==> config.mk <==
export PLATFORM = sky130hd
export DESIGN_NAME = ata_pio_timer
export DESIGN_NICKNAME = d
export VERILOG_FILES = /design/src/rtl/ata_pio_timer.sv
export SDC_FILE = /design/constraint.sdc
export NUM_CORES = 1
export LEC_CHECK = 0
export ABC_CLOCK_PERIOD_IN_PS = 3450
export CORE_ASPECT_RATIO = 2
export CORE_MARGIN = 2
export CORE_UTILIZATION = 45
export DETAILED_ROUTE_END_ITERATION = 10
export PLACE_DENSITY = 0.74
export SLEW_MARGIN = 15
export SYNTH_ARGS = -nofsm -noshare
export SYNTH_HDL_FRONTEND = slang
export SYNTH_SLANG_ARGS = --single-unit
==> constraint.sdc <==
create_clock -name clk -period 3.45 [get_ports clk]
set_input_delay 0.69 -clock clk [delete_from_list [all_inputs] [get_ports clk]]
set_output_delay 0.69 -clock clk [all_outputs]
set_load 0.01 [all_outputs]
==> src/rtl/ata_pio_timer.sv <==
module ata_pio_timer #(
  parameter logic [7:0] BASE      = 8'h60,
  parameter logic [7:0] TIM_RST   = 8'hB6,
  parameter logic [3:0] SETUP_RST = 4'd3,
  parameter int         NT        = 10
) (
  input  logic       clk,
  input  logic       rst_n,
  input  logic       cfg_we,
  input  logic [7:0] cfg_addr,
  input  logic [7:0] cfg_wdata,
  output logic [7:0] cfg_rdata,
  input  logic       req_valid,
  input  logic       req_chan,
  input  logic       req_drive,
  input  logic       req_write,
  input  logic       req_cmd,
  output logic       busy,
  output logic       done,
  output logic       rd_strobe_n,
  output logic       wr_strobe_n,
  output logic       cyc_chan,
  output logic       cyc_drive
);

  typedef enum logic [2:0] {S_IDLE, S_SETUP, S_ACTIVE, S_RECOVER, S_DONE} st_t;

  st_t        st;
  logic [1:0] chan_en;
  logic       dma_en;
  logic [3:0] setup_len;
  logic [7:0] tim [0:NT-1];
  logic [3:0] cnt, a_m1, r_m1;
  logic       wr_q;

  logic [7:0] off;
  logic       in_tim;
  logic [3:0] widx, sel;
  logic [7:0] sel_byte;
  logic       accept;

  function automatic logic [3:0] m1(input logic [3:0] v);
    return (v == 4'd0) ? 4'd0 : v - 4'd1;
  endfunction

  assign off    = cfg_addr - BASE;
  assign in_tim = (off >= 8'd2) && (off < 8'(NT + 2));
  assign widx   = off[3:0] - 4'd2;

  always_ff @(posedge clk or negedge rst_n) begin
    if (!rst_n) begin
      chan_en   <= 2'b11;
      dma_en    <= 1'b0;
      setup_len <= SETUP_RST;
      for (int i = 0; i < NT; i++) tim[i] <= TIM_RST;
    end else if (cfg_we) begin
      if (off == 8'd0) begin
        chan_en <= cfg_wdata[1:0];
        dma_en  <= cfg_wdata[6];
      end else if (off == 8'd1) begin
        setup_len <= cfg_wdata[3:0];
      end else if (in_tim) begin
        tim[widx] <= cfg_wdata;
      end
    end
  end

  always_comb begin
    cfg_rdata = 8'h00;
    if (off == 8'd0)      cfg_rdata = {1'b0, dma_en, 4'b0000, chan_en};
    else if (off == 8'd1) cfg_rdata = {4'b0000, setup_len};
    else if (in_tim)      cfg_rdata = tim[widx];
  end

  assign sel = req_cmd ? {3'b000, req_chan}
                       : 4'd2 + (req_write ? 4'd2 : 4'd0)
                         + {1'b0, req_chan, 2'b00} + {3'b000, req_drive};
  assign sel_byte = tim[sel];
  assign accept   = (st == S_IDLE) && req_valid && chan_en[req_chan];

  always_ff @(posedge clk or negedge rst_n) begin
    if (!rst_n) begin
      st        <= S_IDLE;
      cnt       <= 4'd0;
      a_m1      <= 4'd0;
      r_m1      <= 4'd0;
      wr_q      <= 1'b0;
      cyc_chan  <= 1'b0;
      cyc_drive <= 1'b0;
    end else begin
      case (st)
        S_IDLE: if (accept) begin
          st        <= S_SETUP;
          cnt       <= m1(setup_len);
          a_m1      <= m1(sel_byte[3:0]);
          r_m1      <= m1(sel_byte[7:4]);
          wr_q      <= req_write;
          cyc_chan  <= req_chan;
          cyc_drive <= req_drive;
        end
        S_SETUP: if (cnt == 4'd0) begin
          st  <= S_ACTIVE;
          cnt <= a_m1;
        end else cnt <= cnt - 4'd1;
        S_ACTIVE: if (cnt == 4'd0) begin
          st  <= S_RECOVER;
          cnt <= r_m1;
        end else cnt <= cnt - 4'd1;
        S_RECOVER: if (cnt == 4'd0) st <= S_DONE;
                   else cnt <= cnt - 4'd1;
        S_DONE:  st <= S_IDLE;
        default: st <= S_IDLE;
      endcase
    end
  end

  assign busy        = (st == S_SETUP) || (st == S_ACTIVE) || (st == S_RECOVER);
  assign done        = (st == S_DONE);
  assign rd_strobe_n = !((st == S_ACTIVE) && !wr_q);
  assign wr_strobe_n = !((st == S_ACTIVE) && wr_q);

endmodule

==> impl_summary.md <==
Routing
Dividing the detail-routed wire length by the instance count gives between 20 and 25 um. The antenna violation net count after detailed routing is 0. The routed layout has between 4000 and 5000 vias.

For this block, the initial DRC count from the detailed router was 265. The total iterations of the first detailed-routing run is 4. The via density per instance is 6.311. For this run, design rule violations remaining after detail routing come to 0. Wires add up to approximately 17000 um.

Synthesis
The sequential fraction of the synthesis area is 43.28%. The share of synthesized registers carrying an async set or reset is 100.0%. The unique cell type count in the Yosys netlist is 66. The cell area after synthesis is 6227 um^2.

Synthesis produced 532 cells. By area the synthesized netlist is led by sky130_fd_sc_hd__dfstp_2 23%, sky130_fd_sc_hd__dfrtp_1 20%, sky130_fd_sc_hd__mux2_2 15%. The area fraction of the dominant cell type after synthesis is 22.78%.

The number of nets handed over by synthesis was 561. The count of state elements after synthesis is 105. The number of enable-type register cells in the synthesized netlist is 0.

The cell type with the largest total area after synthesis is sky130_fd_sc_hd__dfstp_2. The primary flip-flop cell chosen by synthesis mapping is sky130_fd_sc_hd__dfstp_2. For this run, the number of Yosys warnings is 0. In this run the mean area of a mapped cell was roughly 12 um^2.

Layout
Compared with the post-synthesis result, the final layout area differs by 18.69%. The final instance count without filler cells is 756. The total of fill cells in the finished design is 1128. At the end of the flow the core is filled with cells to a little over half. The net count of the finished layout is 625.

The number of antenna cells inserted is 0. The ratio of cells with drive above 1 in the final layout is 44.43%.

Die
Once the floorplan was initialized, standard cells occupied 46.08% of the core. Pin placement for this block handled 38 I/O pins. The total die area is between 10000 and 15000 um^2. The die extent in y is 170.4 um. The width of the die is 87.18 um. The total core area is ~14000 um^2. Row generation in the floorplan step produced 60 rows.

GRT
The largest net degree at the start of global routing is 78. The initial antenna violation count is 0. The total global routing overflow is 0. The first global-routing pass estimated 26460 um of wire.

The via count of the first global-routing pass is 5015. For this run, the total global-route usage over all layers was measured as 23.52%.

STA
Timing would allow up to between 200 and 300 MHz. The headroom to the max-slew limit is 35.27%. The worst-case clock skew is 5.129 ps. Setup repair after global routing left no endpoint under its margin. The shortest clock period the worst path allows after layout is 3354 ps. At the pin with the least slew margin, the transition time is 971.0 ps. The worst path uses 97.20% of the clock period. The max-slew violation total from the final report is 0. Setup violations remaining at the end of the flow were counted as 0.

Across all hold checks on the routed design, the worst slack comes to 486.7 ps. The number of endpoints with negative hold slack in the final report came to 0.

Clock tree
In this run the number of H-tree levels came out at 3. The clock net sink count is 105. The number of buffers added by the clock tree synthesis step is 9. Clock latency on the worst-skew pair, taken at its later pin, is 350 ps. In this run the deepest clock path goes through 2 buffers. The TritonCTS clock tree is built. The clock-pin slew of the registers on the worst-case setup and hold paths is 70 ps. The library cell used as clock root buffer is sky130_fd_sc_hd__clkbuf_16.

Hold path
The min-delay analysis places its worst path in the category reg -> reg.

Pwr
The combinational cell fraction of total power is between 20% and 30%. The reported net switching power is 0.001042 W. Per report_power, the clock group accounts for 30.0% of the total. The switching power share of the total is 31.20%.

Across the VDD grid, the largest voltage drop is 190.8 uV. The design draws 0.003341 W. Per report_power, the sequential group accounts for between 40% and 50% of the total. In this run the static leakage power is ~3.1 nW. In this run the power density over the cells is ~450 nW/um^2. Internal power comes to 0.002299 W.

Critical path
The worst endpoint data arrival time is approximately 2700 ps. The worst path required time is 2760 ps. By startpoint and endpoint, the worst setup path is classified as in -> out. The worst setup path is launched from an input pin. The highest fanout seen on the critical path is 19. The worst setup path is captured at an output port.

Run status
The run finished with clean final reports.

Flow run
Across the run, the number of max-cap violations was 0.

Place
The half-perimeter wire length after placement is 12700 um. In this run the tool buffered the top-level ports with 37 buffer cells. In this run, placement finished with an instance count of between 700 and 800.

Routability-driven placement finished with a final weighted congestion of 0.8978.
==> cells in the mapped netlist, types with 9 or more instances <==
cell and number:
sky130_fd_sc_hd__mux2_2 85, sky130_fd_sc_hd__dfstp_2 54, sky130_fd_sc_hd__dfrtp_1 51, sky130_fd_sc_hd__nand2_1 45, sky130_fd_sc_hd__mux2i_1 29, sky130_fd_sc_hd__nor2_1 28
sky130_fd_sc_hd__clkbuf_1 22, sky130_fd_sc_hd__mux4_2 21, sky130_fd_sc_hd__a21oi_1 15, sky130_fd_sc_hd__nor3_1 15, sky130_fd_sc_hd__o21ai_0 13, sky130_fd_sc_hd__a22oi_1 9
==> per-stage QoR <==
step / area, um^2 / TNS, ps / setup slack, ps
after detailed placement: 7062 / -18240 / -466.3
after global placement: 7062 / -17260 / -430.8
after CTS: 7390 / -96.41 / -37.71
after floorplan: 6227 / 0 / 23.05
final: 7391 / 0 / 96.44
after global routing: 7391 / 0 / 20.70
==> logic make-up after synthesis <==
group | count (synthesis) | share of synthesized area [%]
xor+xnor | 4 | 0.5627
mux | 143 | 29.56
buf+inv | 44 | 3.054
flops | 105 | 43.28
fa+ha+maj | 5 | 1.005
compound gates | 94 | 10.75
simple gates | 137 | 11.79
==> routing by layer <==
metal / up-vias / global-route usage (%) / share of wire (%) / wire length (um)
li1: 2140 / - / - / -
met1: 2423 / 24.69 / 36 / 6007
met2: 146 / 42.98 / 56 / 9365
met3: 62 / 3.152 / 2.6 / 445
met4: 0 / 14.25 / 5.9 / 993
met5: - / 0 / 0 / 0
==> state kept, by name (all words and copies together) (netlist names), 2 cells and up <==
register	count
r_m1	4
a_m1	4
st	3
tim	80
chan_en	2
cnt	4
setup_len	4
==> repair_timing <==
action,CTS,global route
hold buffers,0,0
endpoints found under the setup margin,8,9
buffers inserted,4,0
gates resized for setup,37,10
pin swaps,2,5
==> placed cells by master, fill, tap and decap left out, types with 10 or more instances in the layout <==
cell type,count
sky130_fd_sc_hd__mux2i_1,29
sky130_fd_sc_hd__o21ai_0,11
sky130_fd_sc_hd__buf_4,46
sky130_fd_sc_hd__mux4_2,21
sky130_fd_sc_hd__clkbuf_16,10
sky130_fd_sc_hd__clkdlybuf4s50_1,25
sky130_fd_sc_hd__a21oi_1,14
sky130_fd_sc_hd__nand2_1,45
sky130_fd_sc_hd__nor2_1,27
sky130_fd_sc_hd__dfstp_2,54
sky130_fd_sc_hd__dfrtp_1,51
sky130_fd_sc_hd__mux2_2,85
sky130_fd_sc_hd__nor3_1,15
==> power groups by stage <==
| stage | sequential (W) | clock [W] | combinational, W |
|---|---|---|---|
| 3_3_place_gp | 0.00152 | 0 | 0.000784 |
| 3_5_place_dp | 0.00153 | 0 | 0.000812 |
| 2_1_floorplan | 0.00147 | 0 | 0.000571 |
| 5_1_grt | 0.00153 | 0.00108 | 0.000902 |
| 6_report | 0.00152 | 0.00100 | 0.000822 |
| 4_1_cts | 0.00151 | 0.00101 | 0.000818 |
==> final cells by class <==
cell class / instances / area [um^2] / share of cell area [%]
clock buffer: 11 / 254.0 / 3.437
inverter: 6 / 22.52 / 0.3047
multi-input combinational: 383 / 3378 / 45.71
clock inverter: 5 / 32.53 / 0.4402
tap: 155 / 193.9 / 2.624
timing repair buffer: 91 / 814.5 / 11.02
sequential: 105 / 2695 / 36.47
==> worst max-delay path, cell delays in order <==
cell	delay (ps)
sky130_fd_sc_hd__clkdlybuf4s50_1	480
sky130_fd_sc_hd__buf_4	290
sky130_fd_sc_hd__nor3_1	110
sky130_fd_sc_hd__a2111o_1	470
sky130_fd_sc_hd__buf_6	160
sky130_fd_sc_hd__buf_4	130
sky130_fd_sc_hd__o31ai_4	160
sky130_fd_sc_hd__buf_2	160
==> path summary, 6_finish.rpt <==
check	end	from	depth (start not counted)	slack [ps]
setup / recovery	cfg_rdata[6]	cfg_addr[1]	8	100
hold / removal	a_m1[0]	a_m1[0]	2	490
setup reg to reg	a_m1[0]	chan_en[1]	5	1370
hold reg to reg	a_m1[0]	a_m1[0]	2	490
max in group asynchronous	tim[31]	rst_n	2	2070
min in group asynchronous	tim[8]	rst_n	1	500
No activity file was read; power rests on OpenSTA's default activity.
